$ cat src/rtl/eth_ncr_pkg.sv
`timescale 1ns/1ps
package eth_ncr_pkg;
  localparam int unsigned NCR_W = 32;

  // stored level bits
  localparam int unsigned B_LBL    = 1;
  localparam int unsigned B_RXEN   = 2;
  localparam int unsigned B_TXEN   = 3;
  localparam int unsigned B_MPE    = 4;
  localparam int unsigned B_WESTAT = 7;
  localparam int unsigned B_BP     = 8;
  localparam int unsigned B_SRTSM  = 15;
  localparam int unsigned B_PFCRX  = 16;
  localparam int unsigned B_LPI    = 19;

  // write-one command bits
  localparam int unsigned B_CLR    = 5;
  localparam int unsigned B_INC    = 6;
  localparam int unsigned B_START  = 9;
  localparam int unsigned B_HALT   = 10;
  localparam int unsigned B_PAUSE  = 11;
  localparam int unsigned B_ZQ     = 12;
  localparam int unsigned B_PFCTX  = 17;
  localparam int unsigned B_FLUSH  = 18;

  localparam logic [NCR_W-1:0] LVL_MASK =
      (NCR_W'(1) << B_LBL)    | (NCR_W'(1) << B_RXEN)  | (NCR_W'(1) << B_TXEN) |
      (NCR_W'(1) << B_MPE)    | (NCR_W'(1) << B_WESTAT)| (NCR_W'(1) << B_BP)   |
      (NCR_W'(1) << B_SRTSM)  | (NCR_W'(1) << B_PFCRX) | (NCR_W'(1) << B_LPI);

  typedef struct packed {
    logic lpi;
    logic pfc_rx;
    logic srtsm;
    logic bp;
    logic westat;
    logic mpe;
    logic txen;
    logic rxen;
    logic lbl;
  } ncr_lvl_t;

  typedef struct packed {
    logic flush;
    logic pfc_pause;
    logic zq_pause;
    logic pause;
    logic halt;
    logic start;
    logic inc_stat;
    logic clr_stat;
  } ncr_cmd_t;
endpackage

$ cat src/rtl/eth_ncr_rst_sync.sv
`timescale 1ns/1ps
module eth_ncr_rst_sync #(
  parameter int STAGES = 2
) (
  input  logic clk,
  input  logic rst_n,
  output logic rst_sync_n
);
  localparam int LAST = STAGES - 1;

  logic [LAST:0] sync_q;
  logic [LAST:0] sync_d;

  generate
    if (STAGES == 1) begin : g_single
      always_comb sync_d = 1'b1;
    end else begin : g_chain
      always_comb sync_d = {sync_q[LAST-1:0], 1'b1};
    end
  endgenerate

  always_ff @(posedge clk or negedge rst_n) begin
    if (!rst_n) sync_q <= '0;
    else        sync_q <= sync_d;
  end

  assign rst_sync_n = sync_q[LAST];
endmodule

$ cat src/rtl/eth_ncr_regs.sv
`timescale 1ns/1ps
module eth_ncr_regs
  import eth_ncr_pkg::*;
#(
  parameter int              ADDR_W   = 16,
  parameter logic [ADDR_W-1:0] REG_ADDR = 16'h1000
) (
  input  logic              clk,
  input  logic              rst_n,
  input  logic              bus_sel,
  input  logic              bus_wr,
  input  logic [ADDR_W-1:0] bus_addr,
  input  logic [NCR_W-1:0]  bus_wdata,
  output logic [NCR_W-1:0]  bus_rdata,
  output logic              wr_hit,
  output ncr_lvl_t          lvl
);
  logic             addr_hit;
  logic [NCR_W-1:0] word_q;
  logic [NCR_W-1:0] word_d;

  assign addr_hit = bus_sel && (bus_addr == REG_ADDR);
  assign wr_hit   = addr_hit && bus_wr;

  always_comb begin
    word_d = word_q;
    if (wr_hit) word_d = bus_wdata & LVL_MASK;
  end

  always_ff @(posedge clk or negedge rst_n) begin
    if (!rst_n) word_q <= '0;
    else        word_q <= word_d;
  end

  assign bus_rdata = addr_hit ? word_q : '0;

  always_comb begin
    lvl.lbl    = word_q[B_LBL];
    lvl.rxen   = word_q[B_RXEN];
    lvl.txen   = word_q[B_TXEN];
    lvl.mpe    = word_q[B_MPE];
    lvl.westat = word_q[B_WESTAT];
    lvl.bp     = word_q[B_BP];
    lvl.srtsm  = word_q[B_SRTSM];
    lvl.pfc_rx = word_q[B_PFCRX];
    lvl.lpi    = word_q[B_LPI];
  end


  readback_chk: assert property (@(posedge clk) disable iff (!rst_n)
    wr_hit |=> (!addr_hit || bus_rdata == ($past(bus_wdata) & LVL_MASK)));


  foreign_wr_chk: assert property (@(posedge clk) disable iff (!rst_n)
    (bus_sel && bus_wr && bus_addr != REG_ADDR) |=> $stable(word_q));
endmodule

$ cat src/rtl/eth_ncr_cmd.sv
`timescale 1ns/1ps
module eth_ncr_cmd
  import eth_ncr_pkg::*;
(
  input  logic     clk,
  input  logic     rst_n,
  input  logic     wr_hit,
  input  ncr_cmd_t cmd_wr,
  input  logic     dma_writing,
  output ncr_cmd_t stb
);
  ncr_cmd_t stb_d;

  always_comb begin
    stb_d = '0;
    if (wr_hit) begin
      stb_d       = cmd_wr;
      stb_d.flush = cmd_wr.flush && !dma_writing;
    end
  end

  always_ff @(posedge clk or negedge rst_n) begin
    if (!rst_n) stb <= '0;
    else        stb <= stb_d;
  end


  strobe_src_chk: assert property (@(posedge clk) disable iff (!rst_n)
    stb.pause |-> $past(wr_hit && cmd_wr.pause));


  strobe_idle_chk: assert property (@(posedge clk) disable iff (!rst_n)
    !wr_hit |=> (stb == '0));


  flush_gate_chk: assert property (@(posedge clk) disable iff (!rst_n)
    stb.flush |-> $past(!dma_writing));
endmodule

$ cat src/rtl/eth_ncr_tx_seq.sv
`timescale 1ns/1ps
module eth_ncr_tx_seq (
  input  logic clk,
  input  logic rst_n,
  input  logic tx_en,
  input  logic start_stb,
  input  logic halt_stb,
  input  logic frame_busy,
  input  logic frame_end,
  output logic tx_active,
  output logic halt_pending
);
  logic act_d;
  logic pend_d;

  always_comb begin
    act_d  = tx_active;
    pend_d = halt_pending;
    if (!tx_en) begin
      act_d  = 1'b0;
      pend_d = 1'b0;
    end else if (halt_stb) begin
      if (!frame_busy || frame_end) begin
        act_d  = 1'b0;
        pend_d = 1'b0;
      end else begin
        pend_d = tx_active;
      end
    end else if (start_stb) begin
      act_d  = 1'b1;
      pend_d = 1'b0;
    end else if (halt_pending && frame_end) begin
      act_d  = 1'b0;
      pend_d = 1'b0;
    end
  end

  always_ff @(posedge clk or negedge rst_n) begin
    if (!rst_n) begin
      tx_active    <= 1'b0;
      halt_pending <= 1'b0;
    end else begin
      tx_active    <= act_d;
      halt_pending <= pend_d;
    end
  end


  stop_cause_chk: assert property (@(posedge clk) disable iff (!rst_n)
    $fell(tx_active) |-> $past(!tx_en || halt_stb || (halt_pending && frame_end)));


  pend_release_chk: assert property (@(posedge clk) disable iff (!rst_n)
    (tx_en && halt_pending && frame_end && !start_stb) |=> (!tx_active && !halt_pending));


  start_chk: assert property (@(posedge clk) disable iff (!rst_n)
    (tx_en && start_stb && !halt_stb) |=> (tx_active && !halt_pending));


  txen_off_chk: assert property (@(posedge clk) disable iff (!rst_n)
    !tx_en |=> (!tx_active && !halt_pending));
endmodule

$ cat src/rtl/eth_net_ctrl_reg.sv
`timescale 1ns/1ps
module eth_net_ctrl_reg
  import eth_ncr_pkg::*;
#(
  parameter int                ADDR_W      = 16,
  parameter logic [ADDR_W-1:0] REG_ADDR    = 16'h1000,
  parameter int                SYNC_STAGES = 2
) (
  input  logic              clk,
  input  logic              rst_n,
  input  logic              bus_sel,
  input  logic              bus_wr,
  input  logic [ADDR_W-1:0] bus_addr,
  input  logic [31:0]       bus_wdata,
  output logic [31:0]       bus_rdata,
  input  logic              frame_busy,
  input  logic              frame_end,
  input  logic              dma_writing,
  input  logic              half_duplex,
  input  logic              link_slow,
  output logic              rx_enable,
  output logic              tx_enable,
  output logic              loopback,
  output logic              mdio_oe_allow,
  output logic              mdc_force,
  output logic              stat_wr_en,
  output logic              stat_clear,
  output logic              stat_incr,
  output logic              force_collision,
  output logic              rx_ts_store,
  output logic              pfc_rx_en,
  output logic              lpi_req,
  output logic              tx_path_pause,
  output logic              tx_start,
  output logic              tx_active,
  output logic              tx_halt_pending,
  output logic              tx_pause_req,
  output logic              tx_zq_pause_req,
  output logic              pfc_pause_req,
  output logic              flush_req
);
  logic     rst_sync_n;
  logic     wr_hit;
  ncr_lvl_t lvl;
  ncr_cmd_t cmd_wr;
  ncr_cmd_t stb;

  eth_ncr_rst_sync #(.STAGES(SYNC_STAGES)) u_rst (
    .clk        (clk),
    .rst_n      (rst_n),
    .rst_sync_n (rst_sync_n)
  );

  eth_ncr_regs #(.ADDR_W(ADDR_W), .REG_ADDR(REG_ADDR)) u_regs (
    .clk       (clk),
    .rst_n     (rst_sync_n),
    .bus_sel   (bus_sel),
    .bus_wr    (bus_wr),
    .bus_addr  (bus_addr),
    .bus_wdata (bus_wdata),
    .bus_rdata (bus_rdata),
    .wr_hit    (wr_hit),
    .lvl       (lvl)
  );

  always_comb begin
    cmd_wr.clr_stat  = bus_wdata[B_CLR];
    cmd_wr.inc_stat  = bus_wdata[B_INC];
    cmd_wr.start     = bus_wdata[B_START];
    cmd_wr.halt      = bus_wdata[B_HALT];
    cmd_wr.pause     = bus_wdata[B_PAUSE];
    cmd_wr.zq_pause  = bus_wdata[B_ZQ];
    cmd_wr.pfc_pause = bus_wdata[B_PFCTX];
    cmd_wr.flush     = bus_wdata[B_FLUSH];
  end

  eth_ncr_cmd u_cmd (
    .clk         (clk),
    .rst_n       (rst_sync_n),
    .wr_hit      (wr_hit),
    .cmd_wr      (cmd_wr),
    .dma_writing (dma_writing),
    .stb         (stb)
  );

  eth_ncr_tx_seq u_seq (
    .clk          (clk),
    .rst_n        (rst_sync_n),
    .tx_en        (lvl.txen),
    .start_stb    (stb.start),
    .halt_stb     (stb.halt),
    .frame_busy   (frame_busy),
    .frame_end    (frame_end),
    .tx_active    (tx_active),
    .halt_pending (tx_halt_pending)
  );

  assign rx_enable       = lvl.rxen;
  assign tx_enable       = lvl.txen;
  assign loopback        = lvl.lbl;
  assign mdio_oe_allow   = lvl.mpe;
  assign mdc_force       = !lvl.mpe;
  assign stat_wr_en      = lvl.westat;
  assign rx_ts_store     = lvl.srtsm;
  assign pfc_rx_en       = lvl.pfc_rx;
  assign lpi_req         = lvl.lpi;
  assign tx_path_pause   = lvl.lpi;
  assign force_collision = lvl.bp && half_duplex && link_slow;
  assign stat_clear      = stb.clr_stat;
  assign stat_incr       = stb.inc_stat;
  assign tx_start        = stb.start;
  assign tx_pause_req    = stb.pause;
  assign tx_zq_pause_req = stb.zq_pause;
  assign pfc_pause_req   = stb.pfc_pause;
  assign flush_req       = stb.flush;


  mdio_gate_chk: assert property (@(posedge clk) disable iff (!rst_sync_n)
    (wr_hit && !bus_wdata[B_MPE]) |=> (!mdio_oe_allow && mdc_force));


  lpi_set_chk: assert property (@(posedge clk) disable iff (!rst_sync_n)
    (wr_hit && bus_wdata[B_LPI]) |=> (lpi_req && tx_path_pause));


  collision_mode_chk: assert property (@(posedge clk) disable iff (!rst_sync_n)
    (wr_hit && !bus_wdata[B_BP]) |=> !force_collision);
endmodule

$ cat config.mk
export PLATFORM = sky130hd
export DESIGN_NAME = eth_net_ctrl_reg
export DESIGN_NICKNAME = d
export VERILOG_FILES = /design/src/rtl/eth_ncr_pkg.sv /design/src/rtl/eth_ncr_rst_sync.sv /design/src/rtl/eth_ncr_regs.sv /design/src/rtl/eth_ncr_cmd.sv /design/src/rtl/eth_ncr_tx_seq.sv /design/src/rtl/eth_net_ctrl_reg.sv
export SDC_FILE = /design/constraint.sdc
export NUM_CORES = 1
export LEC_CHECK = 0
export BUFFER_PORTS_ARGS = -buffer_cell sky130_fd_sc_hd__clkbuf_2
export CORE_UTILIZATION = 32
export CTS_CLUSTER_DIAMETER = 80
export DETAILED_ROUTE_END_ITERATION = 16
export GPL_TIMING_DRIVEN = 1
export PLACE_DENSITY_LB_ADDON = 0.12
export SYNTH_ARGS = -nofsm -noshare
export SYNTH_HDL_FRONTEND = slang
export SYNTH_SLANG_ARGS = --single-unit
$ cat constraint.sdc
create_clock -name clk -period 1.25 [get_ports clk]
set_input_delay 0.125 -clock clk [delete_from_list [all_inputs] [get_ports clk]]
set_output_delay 0.125 -clock clk [all_outputs]
set_load 0.03 [all_outputs]
# After elaboration in Yosys (flattened, before gate mapping)
# Index checks and enable logic that the tools add are counted.
# classes
n_eq_ne	2
mux	10
n_reduce_logical	10
# op_table
op	n
$mux W20	1
$eq A16 B13 Y1 const B	1
$mux W1	8
$mux W8	1
$logic_and A1 B1 Y1	6
$ne A4 B1 Y1 const B	1
$logic_not A1 Y1	3
$logic_or A1 B1 Y1	1
# totals
reg_bits	21
inputBits	57
out_inout_bits	52
wordCells	34

# Logic depth before layout (Yosys ltp)
# depth
word_depth	5
mapped_depth	5
depth_no_buf	4

# By module
# A second synthesis with hierarchy kept.
# unflattened
hier_cells	97
area_unflattened_um2	1094.8
# modules_own_cells
module	instances	cells_each	area_each_um2	seq_area_each_um2
eth_ncr_regs	1	64	651.9	225.2
eth_ncr_cmd	1	16	261.5	200.2
eth_ncr_tx_seq	1	11	110.1	50.0
eth_ncr_rst_sync	1	3	53.8	50.0
eth_net_ctrl_reg	1	3	17.5	0.0

# Worst setup path before layout
# Ideal clock, no wire load.
# synth_path
kind	input -> output
from	input port bus_addr[2]
to	output port bus_rdata[15]
t_arrival_ns	1.377
required_time_ns	1.125
path_slack_ns	-0.252
cell_stages	5
path_buffers	1
cell_sequence	or4_4 -> nor2_4 -> and3_2 -> buf_2 -> and2_1
# synth_via
elab_chain_len	3
# synth_rtl
element	line_no	text
start, declared	eth_net_ctrl_reg.sv:13	input logic [ADDR_W-1:0] bus_addr,
$eq A16 B13 Y1	eth_ncr_regs.sv:22	assign addr_hit = bus_sel && (bus_addr == REG_ADDR);
$logic_and A1 B1 Y1	eth_ncr_regs.sv:22	
$mux W20	eth_ncr_regs.sv:35	assign bus_rdata = addr_hit ? word_q : '0;
end, declared	eth_net_ctrl_reg.sv:15	output logic [31:0] bus_rdata,
# No other way between the ends.

# Worst setup path after layout
# layout_path
from	input port bus_addr[7]
to	output port bus_rdata[4]
# The elaborated chain is that of the path after synthesis.

==> flow_summary.yaml <==
clock_tree:
  clock_latency_ns: 0.30
  h-tree-depth: 1
  clock_sinks: 21
  cts_buffer_depth: 2
  numCtsBuffers: 3
  root_buffer: "clkbuf_4"
  clk_pin_slew_ns: 0.11
  cts_tree: "done"
synthesis:
  ys_seq_elements: 21
  ys_warn_count: 0
  avgSynthCellArea_sq_um: 11.7
  ys.flop_type: "dfrtp_1"
  syn_area_sq_um: 1090
  synth_seq_area_share_pct: 48.3
  async_flop_share_pct: 100
  syn-instance-count: 93
  synth_cell_types: 24
  synth_edf_count: 0
job:
  drv_cap: 0
timing:
  rsz0062_at_grt: "yes"
  fmax_mhz: 673
  final.setup.tns_ns: -2.75
  period_minus_slack_ns: 1.49
  worst_clock_skew_ns: 0.00170
  hold_viol: 0
  setup_viol: 18
  finalCritPeriodShare_pct: 119
  slew_violations: 0
  final.setup.worst_slack_ns: -0.236
critical_path:
  slowest_delay_ns: 0.54
  start_kind: "primary input"
  cp.arrival_ns: 1.36
  path_cells: "clkbuf_2 > or4_4 > nor2_4 > and3_4 > and2_4 > buf_8"
  critPathCaptureType: "output port"
  critPathSlowestCell: "or4_4"
  setup.worst_path.class: "primary input to output port"
  cp_max_fo: 5
  cp.required_ns: 1.12
  r2r_setup_slack_ns: 0.30
  crit_buf_inv: 2
  crit_family: "simple AND/OR/NAND/NOR gates"
placed_design:
  dp_hpwl_mm: 1.68
  numPortBuffers: 70
  routabilityCongestion: 0.669
drt:
  vias_per_cell: 4.11
  drtAntennaViolNets: 0
  wl_per_cell_microns: 10.3
  drt_iter0_markers: 17
  drt_wl_total_mm: 2.24
  drtPass1Iterations: 3
  vias: 892
  post-route-drc-count: 0
cells_and_area:
  syn2layout_area_growth_pct: 50.4
  antennaDiodeCount: 0
  most-common-layout-cells: "61 x clkbuf_2, 24 x conb_1, 21 x dfrtp_1"
  nets: 231
  nFillCells: 295
  final_util_pct: 52.3
  drive_gt1_share_pct: 61.3
  final_common_cell: "clkbuf_2"
floorplanning:
  io_pins: 109
  fp.dieArea_sq_um: 3630
  initial_utilization_pct: 34.8
  die_x_microns: 60.3
  die_h_microns: 60.3
  core_area_sq_um: 3130
  rows: 20
power_and_ir_drop:
  vdd_drop_max_mv: 0.296
  cellPowerDensity_nw_per_um2: 729
  leakage_nw: 0.936
status:
  violations: "setup timing"
  status: "finished, violations left"
global_route:
  grt_overflow_total: 0
  grtUsageTotal_pct: 13.2
  grt_max_degree: 20
  grt_pass1_wl_mm: 3.46
  grt_antenna_before_repair: 0
  grt_pass1_vias: 809
hold_path:
  hp-class: "primary input to flop"
## flip-flops by register name (all words and copies together), names as in the netlist
signal,count
u_seq.tx_active,1
u_seq.halt_pending,1
u_regs.word_q,9
u_cmd.stb,8
u_rst.sync_q,2
## metal layers
metal / track usage (%) / vias to the layer above / wire, microns
li1: - / 426 / -
met1: 16.5 / 409 / 849
met2: 22.6 / 55 / 1220
met3: 0.649 / 2 / 145
met4: 6.98 / 0 / 25
met5: 0 / - / 0
## worst paths after layout
kind,from,endpoint,cells after the start
max,bus_addr[7],bus_rdata[4],6
min in group asynchronous,rst_n,u_rst.sync_q[1],2
max reg2reg,u_cmd.stb[3],u_seq.tx_active,4
max in group asynchronous,u_rst.sync_q[1],u_regs.word_q[1],1
min,bus_wdata[6],u_cmd.stb[1],2
min reg2reg,u_rst.sync_q[1],u_seq.tx_active,1
## per-stage QoR
step | setup slack [ns] | total power [mW] | std cells | area (sq um) | hold slack (ns)
floorplan | -0.139 | 0.858 | 115 | 1200 | -0.171
global placement | -0.367 | 0.875 | 208 | 1440 | -0.0891
detailed placement | -0.394 | 0.877 | 208 | 1440 | -0.0862
CTS | -0.286 | 1.22 | 217 | 1620 | 0.00411
global route | -0.269 | 1.26 | 217 | 1640 | 0.00812
finish | -0.236 | 1.19 | 217 | 1640 | 0.0236
## logic make-up (layout without fill, tap and decap cells)
family / count (synthesis) / after routing / synth area share (%)
other cells: 2 / 24 / 0.691
flops: 21 / 21 / 48.3
compound gates: 3 / 3 / 1.61
buf+inv: 26 / 82 / 17.4
mux: 9 / 9 / 10.0
simple gates: 32 / 34 / 22.0
## power breakdown
group	switching (mW)	internal, mW
logic	0.132	0.0596
registers	0.000742	0.682
clock network	0.199	0.119
total	0.332	0.861
## timing repair
| item | CTS | global route |
|---|---|---|
| resized for setup | 22 | 11 |
| cloned | 2 | 0 |
| setup endpoints to repair | 18 | 26 |
| setup buffers | 1 | 0 |
| pin swaps | 12 | 3 |
| hold endpoints to repair | 3 | 0 |
| hold buffers | 2 | 0 |
## cell usage after synthesis (2+ instances only)
cell type,count,area (sq um)
and2_1,16,100
buf_4,24,180
conb_1,2,7.51
dfrtp_1,21,526
mux2_2,7,78.8
mux2_4,2,30.0
nor2b_1,3,18.8
nor3b_1,2,15.0
## cell type report
cell class | count | area [sq um] | share of cell area [%]
Timing Repair Buffer | 77 | 502 | 30.7
Clock inverter | 1 | 5.00 | 0.306
Sequential cell | 21 | 526 | 32.1
Tap cell | 44 | 55.1 | 3.37
Inverter | 1 | 3.75 | 0.230
Multi-Input combinational cell | 70 | 522 | 31.9
Clock buffer | 3 | 22.5 | 1.38
No activity file was read; power rests on OpenSTA's default activity.
